**config.mk**
```make
export PLATFORM = sky130hd
export DESIGN_NAME = sirq_agent
export DESIGN_NICKNAME = d
export VERILOG_FILES = /design/src/rtl/sirq_pkg.sv /design/src/rtl/sirq_low_run.sv /design/src/rtl/sirq_frame_seq.sv /design/src/rtl/sirq_drive.sv /design/src/rtl/sirq_agent.sv
export SDC_FILE = /design/constraint.sdc
export NUM_CORES = 1
export LEC_CHECK = 0
export ABC_AREA = 1
export BUFFER_PORTS_ARGS = -buffer_cell sky130_fd_sc_hd__buf_2
export CAP_MARGIN = 20
export CORE_UTILIZATION = 40
export CTS_CLUSTER_SIZE = 24
export DETAILED_ROUTE_END_ITERATION = 6
export GPL_TIMING_DRIVEN = 0
export PLACE_DENSITY = 0.57
export SETUP_SLACK_MARGIN = 0.05
export SLEW_MARGIN = 25
export SYNTH_ARGS = -nofsm -noshare
export SYNTH_HDL_FRONTEND = slang
export SYNTH_SLANG_ARGS = --single-unit
```
**constraint.sdc**
```tcl
create_clock -name clk -period 2.2 [get_ports clk]
set_clock_uncertainty 0.1 [all_clocks]
set_input_delay 0.11 -clock clk [delete_from_list [all_inputs] [get_ports clk]]
set_output_delay 0.11 -clock clk [all_outputs]
set_load 0.005 [all_outputs]
```
**src/rtl/sirq_pkg.sv**
```systemverilog
package sirq_pkg;

    // Default frame plan: 16 interrupt channels plus one channel-check frame
    localparam int SIRQ_FRAMES    = 17;
    localparam int SIRQ_START_MIN = 4;
    localparam int SIRQ_START_MAX = 8;
    localparam int SIRQ_STOP_MIN  = 2;

    typedef enum logic [2:0] {
        ST_IDLE,
        ST_START,
        ST_START_TA,
        ST_SAMPLE,
        ST_RECOVER,
        ST_TURN,
        ST_STOP
    } sirq_state_e;

endpackage

```
**src/rtl/sirq_low_run.sv**
```systemverilog
// Counts consecutive low samples of the wire, saturating one above the
// longest legal start pulse so that overlong runs stay distinguishable.
module sirq_low_run #(
    parameter int RUN_W   = 4,
    parameter int RUN_SAT = 9
) (
    input  logic             clk,
    input  logic             rst_n,
    input  logic             bus_in,
    output logic [RUN_W-1:0] run_len
);

    localparam logic [RUN_W-1:0] SAT_V = RUN_W'(RUN_SAT);

    always_ff @(posedge clk or negedge rst_n) begin
        if (!rst_n) begin
            run_len <= '0;
        end else if (bus_in) begin
            run_len <= '0;
        end else if (run_len != SAT_V) begin
            run_len <= run_len + 1'b1;
        end
    end

    // run length never exceeds the saturation value
    sat_bound_chk: assert property (@(posedge clk) disable iff (!rst_n)
        run_len <= SAT_V);

endmodule

```
**src/rtl/sirq_frame_seq.sv**
```systemverilog
// Cycle sequencer: start recognition, frame/phase tracking, stop detection.
module sirq_frame_seq
    import sirq_pkg::*;
#(
    parameter int NUM_FRAMES = SIRQ_FRAMES,
    parameter int START_MIN  = SIRQ_START_MIN,
    parameter int START_MAX  = SIRQ_START_MAX,
    parameter int STOP_MIN   = SIRQ_STOP_MIN,
    parameter int RUN_W      = 4,
    parameter int FRM_W      = 5
) (
    input  logic             clk,
    input  logic             rst_n,
    input  logic             bus_in,
    input  logic [RUN_W-1:0] run_len,
    output logic             in_sample,
    output logic             in_recover,
    output logic [FRM_W-1:0] frame_idx,
    output logic             capture
);

    localparam logic [RUN_W-1:0] RUN_MIN_V  = RUN_W'(START_MIN);
    localparam logic [RUN_W-1:0] RUN_MAX_V  = RUN_W'(START_MAX);
    localparam logic [RUN_W-1:0] STOP_MIN_V = RUN_W'(STOP_MIN);
    localparam logic [FRM_W-1:0] LAST_FRM   = FRM_W'(NUM_FRAMES - 1);

    sirq_state_e      state, state_nx;
    logic [FRM_W-1:0] frame_nx;
    logic             start_ok;
    logic             stop_ok;

    assign start_ok = bus_in && (run_len >= RUN_MIN_V) && (run_len <= RUN_MAX_V);
    assign stop_ok  = bus_in && (run_len >= STOP_MIN_V);

    // next-state and frame counter
    always_comb begin
        state_nx = state;
        frame_nx = frame_idx;
        unique case (state)
            ST_IDLE: begin
                frame_nx = '0;
                if (!bus_in) state_nx = ST_START;
            end
            ST_START: begin
                if (start_ok)    state_nx = ST_START_TA;
                else if (bus_in) state_nx = ST_IDLE;
            end
            ST_START_TA: begin
                state_nx = ST_SAMPLE;
                frame_nx = '0;
            end
            ST_SAMPLE:  state_nx = ST_RECOVER;
            ST_RECOVER: state_nx = ST_TURN;
            ST_TURN: begin
                if (frame_idx == LAST_FRM) begin
                    state_nx = ST_STOP;
                end else begin
                    state_nx = ST_SAMPLE;
                    frame_nx = frame_idx + 1'b1;
                end
            end
            ST_STOP: begin
                if (stop_ok) state_nx = ST_IDLE;
            end
            default: state_nx = ST_IDLE;
        endcase
    end

    // state register
    always_ff @(posedge clk or negedge rst_n) begin
        if (!rst_n) begin
            state     <= ST_IDLE;
            frame_idx <= '0;
        end else begin
            state     <= state_nx;
            frame_idx <= frame_nx;
        end
    end

    // outputs
    always_comb begin
        in_sample  = (state == ST_SAMPLE);
        in_recover = (state == ST_RECOVER);
        capture    = (state == ST_START) && start_ok;
    end


    frame_range_chk: assert property (@(posedge clk) disable iff (!rst_n)
        frame_idx <= LAST_FRM);


    frame_step_chk: assert property (@(posedge clk) disable iff (!rst_n)
        (state == ST_TURN && frame_idx != LAST_FRM)
        |=> (state == ST_SAMPLE && frame_idx == $past(frame_idx) + 1'b1));


    first_frame_chk: assert property (@(posedge clk) disable iff (!rst_n)
        capture |=> (state == ST_START_TA));


    stop_exit_chk: assert property (@(posedge clk) disable iff (!rst_n)
        (state == ST_STOP && bus_in && run_len >= STOP_MIN_V) |=> (state == ST_IDLE));

endmodule

```
**src/rtl/sirq_drive.sv**
```systemverilog
// Request capture and per-frame enable generation.
module sirq_drive #(
    parameter int NUM_FRAMES = 17,
    parameter int FRM_W      = 5
) (
    input  logic                  clk,
    input  logic                  rst_n,
    input  logic                  capture,
    input  logic [NUM_FRAMES-1:0] req_in,
    input  logic                  in_sample,
    input  logic                  in_recover,
    input  logic [FRM_W-1:0]      frame_idx,
    output logic                  drive_low,
    output logic                  drive_high
);

    logic [NUM_FRAMES-1:0] req_lat;
    logic                  own_frame;

    always_ff @(posedge clk or negedge rst_n) begin
        if (!rst_n)       req_lat <= '0;
        else if (capture) req_lat <= req_in;
    end

    always_comb begin
        own_frame = 1'b0;
        for (int i = 0; i < NUM_FRAMES; i++) begin
            if (frame_idx == FRM_W'(i)) own_frame = req_lat[i];
        end
    end

    assign drive_low  = in_sample  && own_frame;
    assign drive_high = in_recover && own_frame;


    drive_excl_chk: assert property (@(posedge clk) disable iff (!rst_n)
        !(drive_low && drive_high));


    recover_follow_chk: assert property (@(posedge clk) disable iff (!rst_n)
        drive_low |=> drive_high);


    recover_owner_chk: assert property (@(posedge clk) disable iff (!rst_n)
        drive_high |-> $past(drive_low));


    turn_release_chk: assert property (@(posedge clk) disable iff (!rst_n)
        drive_high |=> (!drive_low && !drive_high));

endmodule

```
**src/rtl/sirq_agent.sv**
```systemverilog
module sirq_agent
    import sirq_pkg::*;
#(
    parameter int NUM_FRAMES = SIRQ_FRAMES,
    parameter int START_MIN  = SIRQ_START_MIN,
    parameter int START_MAX  = SIRQ_START_MAX,
    parameter int STOP_MIN   = SIRQ_STOP_MIN
) (
    input  logic                  clk,
    input  logic                  rst_n,
    input  logic                  bus_in,
    input  logic [NUM_FRAMES-1:0] req_in,
    output logic                  drive_low,
    output logic                  drive_high
);

    localparam int RUN_SAT = START_MAX + 1;
    localparam int RUN_W   = $clog2(RUN_SAT + 1);
    localparam int FRM_W   = (NUM_FRAMES > 1) ? $clog2(NUM_FRAMES) : 1;

    logic [RUN_W-1:0] run_len;
    logic             in_sample;
    logic             in_recover;
    logic [FRM_W-1:0] frame_idx;
    logic             capture;

    sirq_low_run #(
        .RUN_W   (RUN_W),
        .RUN_SAT (RUN_SAT)
    ) u_run (
        .clk     (clk),
        .rst_n   (rst_n),
        .bus_in  (bus_in),
        .run_len (run_len)
    );

    sirq_frame_seq #(
        .NUM_FRAMES (NUM_FRAMES),
        .START_MIN  (START_MIN),
        .START_MAX  (START_MAX),
        .STOP_MIN   (STOP_MIN),
        .RUN_W      (RUN_W),
        .FRM_W      (FRM_W)
    ) u_seq (
        .clk        (clk),
        .rst_n      (rst_n),
        .bus_in     (bus_in),
        .run_len    (run_len),
        .in_sample  (in_sample),
        .in_recover (in_recover),
        .frame_idx  (frame_idx),
        .capture    (capture)
    );

    sirq_drive #(
        .NUM_FRAMES (NUM_FRAMES),
        .FRM_W      (FRM_W)
    ) u_drv (
        .clk        (clk),
        .rst_n      (rst_n),
        .capture    (capture),
        .req_in     (req_in),
        .in_sample  (in_sample),
        .in_recover (in_recover),
        .frame_idx  (frame_idx),
        .drive_low  (drive_low),
        .drive_high (drive_high)
    );


    reset_quiet_chk: assert property (@(posedge clk)
        !rst_n |-> (!drive_low && !drive_high));

endmodule

```
* Word level (Yosys, flattened, before mapping)
Cells that the tools add are included.
** Word-level totals
- Input bits :: 20
- Logic and storage cells :: 76
- Register bits :: 29
** Operators by class
- Add/sub/neg operators :: 2
- Equal/unequal tests :: 27
- Muxes and demuxes :: 27
- Order comparisons :: 3
- Reduce and logical (&&, ||, !) cells :: 13
** Operators with widths (number)
- equality test 5 x 4 -> 1 bit, second input constant :: 8
- case mux 3 bit (7 select lines) :: 1
- equality test 5 x 3 -> 1 bit, second input constant :: 4
- two-way mux 1 bit :: 17
- two-way mux 3 bit :: 5
- equality test 5 x 2 -> 1 bit, second input constant :: 2
- case mux 5 bit (2 select lines) :: 1
- equality test 3 bit, second input constant :: 3
- two-way mux 4 bit :: 2
- equality test 3 x 2 -> 1 bit, second input constant :: 2
- logical AND 1 bit :: 6
- adder 5 x 1 -> 5 bit, second input constant :: 1
- equality test 5 x 1 -> 1 bit, second input constant :: 1
- equality test 5 bit, second input constant :: 1
- zero test 5 bit :: 1
- two-way mux 5 bit :: 1
- adder 4 x 1 -> 4 bit, second input constant :: 1
- greater-or-equal comparator 4 x 2 -> 1 bit, second input constant :: 1
- greater-or-equal comparator 4 x 3 -> 1 bit, second input constant :: 1
- <= comparator 4 bit, second input constant :: 1
- != test 2 bit, second input constant :: 2
- != test 4 bit, second input constant :: 1
- nonzero test 2 bit :: 2
- equality test 3 x 1 -> 1 bit, second input constant :: 1
- 6 further kinds :: 6

* Longest topological paths before layout
- Word-level depth :: 19
- Depth in mapped cells :: 22

* Hierarchy
A second synthesis with hierarchy kept.
** Unflattened totals
- Cells, all modules :: 227
- Area, all modules :: 1729.2 µm²
** Modules (own cells, without submodules)
- sirq_drive :: area an instance 914.6 µm², cells each 118, times used 1
- sirq_frame_seq :: area an instance 591.8 µm², cells each 82, times used 1
- sirq_low_run :: area an instance 222.7 µm², cells each 27, times used 1

* Worst setup path before layout
OpenSTA, ideal clock, no wires.
- Kind :: reg2out
- Start :: register u_seq.frame_idx[0]
- End :: output port drive_high
- Arrival :: 1648 ps
- Stages on the path, launching flop included :: 21
- Path slack :: 342 ps
- Buffers on the path :: 0
- Required time :: 1990 ps
- Cells stage by stage :: dfrtp_1 > inv_1 > ha_1 > inv_1 > nor2_1 > nand3_1 > nand2_1 > inv_1 > nand2_1 > nand2_1 > nand2_1 > nand2_1 > nand2_1 > nand2_1 > nand2_1 > nand2_1 > nand2_1 > nand2_1 > nand2_1 > nand2_1 > nor2_1
** Between the ends
- Cells in the longest elaborated chain, start to end :: 19
** RTL lines
- start, declared :: RTL line sirq_frame_seq.sv:18 : output logic [FRM_W-1:0] frame_idx,
- start signal, assigned :: RTL line sirq_frame_seq.sv:76 : frame_idx <= frame_nx;
- zero test 5 bit :: RTL line sirq_drive.sv:28 : if (frame_idx == FRM_W'(i)) own_frame = req_lat[i];
- two-way mux 1 bit (16 in a row) :: RTL line sirq_drive.sv:28
- two-way mux 1 bit (*) :: RTL line sirq_drive.sv:28
- logical AND 1 bit (*) :: RTL line sirq_drive.sv:33 : assign drive_high = in_recover && own_frame;
- end, declared :: RTL line sirq_agent.sv:14 : output logic drive_high
Mark *: on every way between the ends. The rest lies on a longest branch, timed or not.

* Worst setup path after layout
- Start :: register u_seq.frame_idx[0]
- End :: output port drive_low
** Between the ends
- Cells in the longest elaborated chain, start to end :: 19
** RTL lines
- zero test 5 bit :: RTL line sirq_drive.sv:28
- two-way mux 1 bit (16 in a row) :: RTL line sirq_drive.sv:28
- two-way mux 1 bit (*) :: RTL line sirq_drive.sv:28
- logical AND 1 bit (*) :: RTL line sirq_drive.sv:32 : assign drive_low = in_sample && own_frame;
- end, declared :: RTL line sirq_agent.sv:13 : output logic drive_low,
Marks and branches as above.

==> out/qor.csv <==
stage;metric;value;unit
run_status;status;complete, but fails checks;
run_status;violations;negative setup slack;
finish;fillers;341;
placed_design;gp_congestion;0.819;
worst_hold_path;hold_class;input port to flop;
cts;cts_sinks;29;
timing;slew_headroom;56.7;%
global_routing;overflow;0;
timing;maxSlewViolCount;0;
cts;clk_pin_slew;0.06;ns
floorplanning;core_area;0.00380;mm^2
logic_synthesis;synth_top_cell_area_share;44.1;%
timing;fin_crit;2.36;ns
cts;cts_tree;yes;
logic_synthesis;synthCells;193;
pwr;p_switching;0.645;mW
timing;fin_crit_sh;107;%
setup_path;max_stage_delay;0.46;ns
pwr;combPwrFrac;30.2;%
timing;tightest_slew;0.649;ns
logic_synthesis;synth.area.top_cells;dfrtp_1 44%, nand2_1 7.1%, inv_1 6.4%;
timing;final_hold_viol_count;0;
timing;fin_ws;-0.160;ns
timing;fmax;424;MHz
cts;cts_root_buf;clkbuf_8;
floorplanning;initial_core_util;43.3;%
logic_synthesis;synth-seq-cells;29;
logic_synthesis;yosysMostFrequentCell;nand2_1;
pwr;p_int;1.39;mW
pwr;pwr-share-clk;27.8;%
setup_path;worst-path-buf-inv;2;
setup_path;worstSetupStartpointType;flop;
logic_synthesis;synth_edf_count;0;
cts;clock_path_buffers;2;
pwr;finalPower;2.04;mW
floorplanning;die_area;0.00437;mm^2
placed_design;pre_cts_slack;-0.0184;ns
floorplanning;placementRows;22;
logic_synthesis;synthTopCellsByCount;31 x nand2_1, 29 x dfrtp_1, 28 x inv_1;
route;post_drt_via_cell_ratio;4.88;
pwr;p_leak;1.07;nW
setup_path;crit_top_cell;nand2_1;
global_routing;grt_max_degree;30;
flow_run;drv_cap;0;
route;finalWirelength;3.37;mm
setup_path;path_class;flop to primary output;
setup_path;cp_top_family;simple AND/OR/NAND/NOR gates;
logic_synthesis;yosysWarnings;0;
route;drc_errors;0;
route;dr_total_vias;1416;
timing;tns;-0.319;ns
finish;area_growth;33.5;%
global_routing;grt_usage;18.3;%
finish;layout.nets;269;
floorplanning;die_h;66.1;um
timing;setup_viol;2;
pwr;swShare;31.6;%
setup_path;cp.required;1.99;ns
pwr;power_density;928;mW/mm^2
cts;clock_latency;0.28;ns
placed_design;io_buffers;21;
setup_path;arrival;2.15;ns
timing;rsz0062_at_grt;true;
route;drtAntennaViolNets;0;
finish;num_antenna_cells;0;
setup_path;path_max_fanout;4;
pwr;seqPwrFrac;42.0;%
route;firstDrtPassIters;4;
global_routing;grt_first_pass_wirelength;5.92;mm
finish;layout-drive-gt1-share;28.1;%
logic_synthesis;async_flop_share;100;%
floorplanning;die_w;66.1;um
setup_path;path_cells;inv_4 -> ha_4 -> a21oi_1 -> nand3_1 -> nand2_1 -> nand2_1 -> nand2_1 -> nand2_1 -> nand2_1 -> nand2_1 -> nand2_1 -> nand2_1 -> nand2_1 -> nand2_1 -> nand2_1 -> nand2_1 -> nand2_1 -> nand2_1 -> nand2_2 -> nor2_1 -> buf_2;
pwr;ir_drop;0.563;mV
logic_synthesis;yosys.area.top_type;dfrtp_1;
global_routing;grt_pass1_vias;1383;
setup_path;cp_slowest_cell;dfrtp_2;
timing;whs;0.0105;ns
cts;cts_buffers;5;
logic_synthesis;ys_seq_area_share;44.1;%
logic_synthesis;ys.flop_type;dfrtp_1;
logic_synthesis;syn_nets;221;
global_routing;antenna_found_initial;0;
setup_path;critPathCaptureType;primary output;
route;wire_per_inst;11.6;um
cts;cts_max_level;2;
logic_synthesis;ys_types;27;
placed_design;dpl.hpwl;2.42;mm
route;drtIter0Drc;49;
logic_synthesis;avgSynthCellArea;8.53;um^2
floorplanning;ios;22;
logic_synthesis;synth_area;0.00165;mm^2
==> what timing repair did <==
action                                  4_1_cts  5_1_grt
endpoints found under the setup margin        2        2
pin swaps                                     1        0
hold buffers                                 17        0
hold endpoints to repair                     45        0
cloned                                        0        0
buffers inserted                              3        0
gates resized for setup                      18        4
==> through the flow <==
step / std cells / cell area [um^2] / util, %
final: 290 / 2200 / 57.8
after global routing: 290 / 2200 / 57.8
after global placement: 262 / 1810 / 47.7
after detailed placement: 262 / 1810 / 47.7
after floorplan: 193 / 1650 / -
after CTS: 290 / 2190 / 57.6
==> routing by layer <==
metal | GRT usage (%) | vias to the layer above | wire [um]
met5 | 0 | - | 0
met4 | 6.38 | 0 | 31
met3 | 5.69 | 6 | 131
met2 | 29.8 | 21 | 1570
met1 | 22.7 | 660 | 1630
li1 | - | 729 | -
==> final timing paths <==
kind / startpoint / end / slack, ns / cells past startpoint
setup / recovery: u_seq.frame_idx[0] / drive_low / -0.16 / 21
hold / removal: req_in[11] / u_drv.req_lat[11] / 0.01 / 3
setup reg to reg: u_seq.frame_idx[1] / u_seq.state[0] / 0.25 / 8
hold reg to reg: u_drv.req_lat[12] / u_drv.req_lat[12] / 0.40 / 1
max in group asynchronous: rst_n / u_seq.frame_idx[1] / 1.25 / 2
min in group asynchronous: rst_n / u_seq.frame_idx[3] / 0.29 / 2
==> state kept, by name, summed over array words and instances, names as in the netlist <==
register,count
u_drv.req_lat,17
u_seq.frame_idx,5
u_run.run_len,4
u_seq.state,3
==> power by group through the flow <==
| stage | clock [mW] | sequential (mW) | combinational [mW] |
|---|---|---|---|
| 4_1_cts | 0.582 | 0.854 | 0.604 |
| 5_1_grt | 0.604 | 0.882 | 0.709 |
| 6_report | 0.567 | 0.856 | 0.616 |
| 3_3_place_gp | 0 | 0.843 | 0.504 |
| 2_1_floorplan | 0 | 0.810 | 0.409 |
| 3_5_place_dp | 0 | 0.850 | 0.522 |
==> cells in the final DEF, fill, tap and decap left out <==
cell type / instances
nand2_1: 30
dfrtp_1: 27
inv_1: 24
buf_2: 23
dlygate4sd3_1: 17
nor2_1: 15
o21ai_0: 14
nand3_1: 13
a21oi_1: 10
mux2_2: 9
inv_2: 6
mux2_1: 6
clkbuf_8: 6
nand4_1: 4
ha_1: 4
ha_4: 4
inv_4: 3
nor2_2: 3
buf_4: 3
nand3_2: 2
nand2_2: 2
o21bai_1: 2
dfrtp_2: 2
o21ai_1: 1
nor2_4: 1
or2_0: 1
or2_4: 1
nor3_2: 1
or2_2: 1
xor2_1: 1
o22ai_1: 1
o2111ai_1: 1
o31ai_1: 1
a32o_1: 1
clkbuf_1: 1
bufinv_16: 1
==> worst reg2reg max path, cell delays in order (launching register included) <==
cell and delay (ns):
dfrtp_2 0.47, inv_4 0.10, ha_4 0.14, inv_1 0.06, nor3_2 0.27, nor2_1 0.15, nor2_2 0.20, o21ai_0 0.12
a32o_1 0.22
==> logic make-up (layout without fill, tap and decap cells) <==
family,count (synthesis),in the layout,synth area share [%]
compound gates,31,31,10.5
xor+xnor,1,1,0.532
fa+ha+maj,8,8,6.08
buf+inv,35,84,8.14
flops,29,29,44.1
mux,15,15,10.3
simple gates,74,74,20.4
==> cell type report <==
class                   instances  area, um^2  share of cell area [%]
inverters                      33         131                    5.98
well taps                      48        60.1                    2.73
clock inverters                 1        30.0                    1.37
flip-flops and latches         29         728                    33.1
repair buffers                 41         298                    13.6
clock buffers                   7        86.3                    3.93
multi-input cells             129         853                    38.8
plain buffers                   2        10.0                   0.456
No activity file was read; power rests on OpenSTA's default activity.
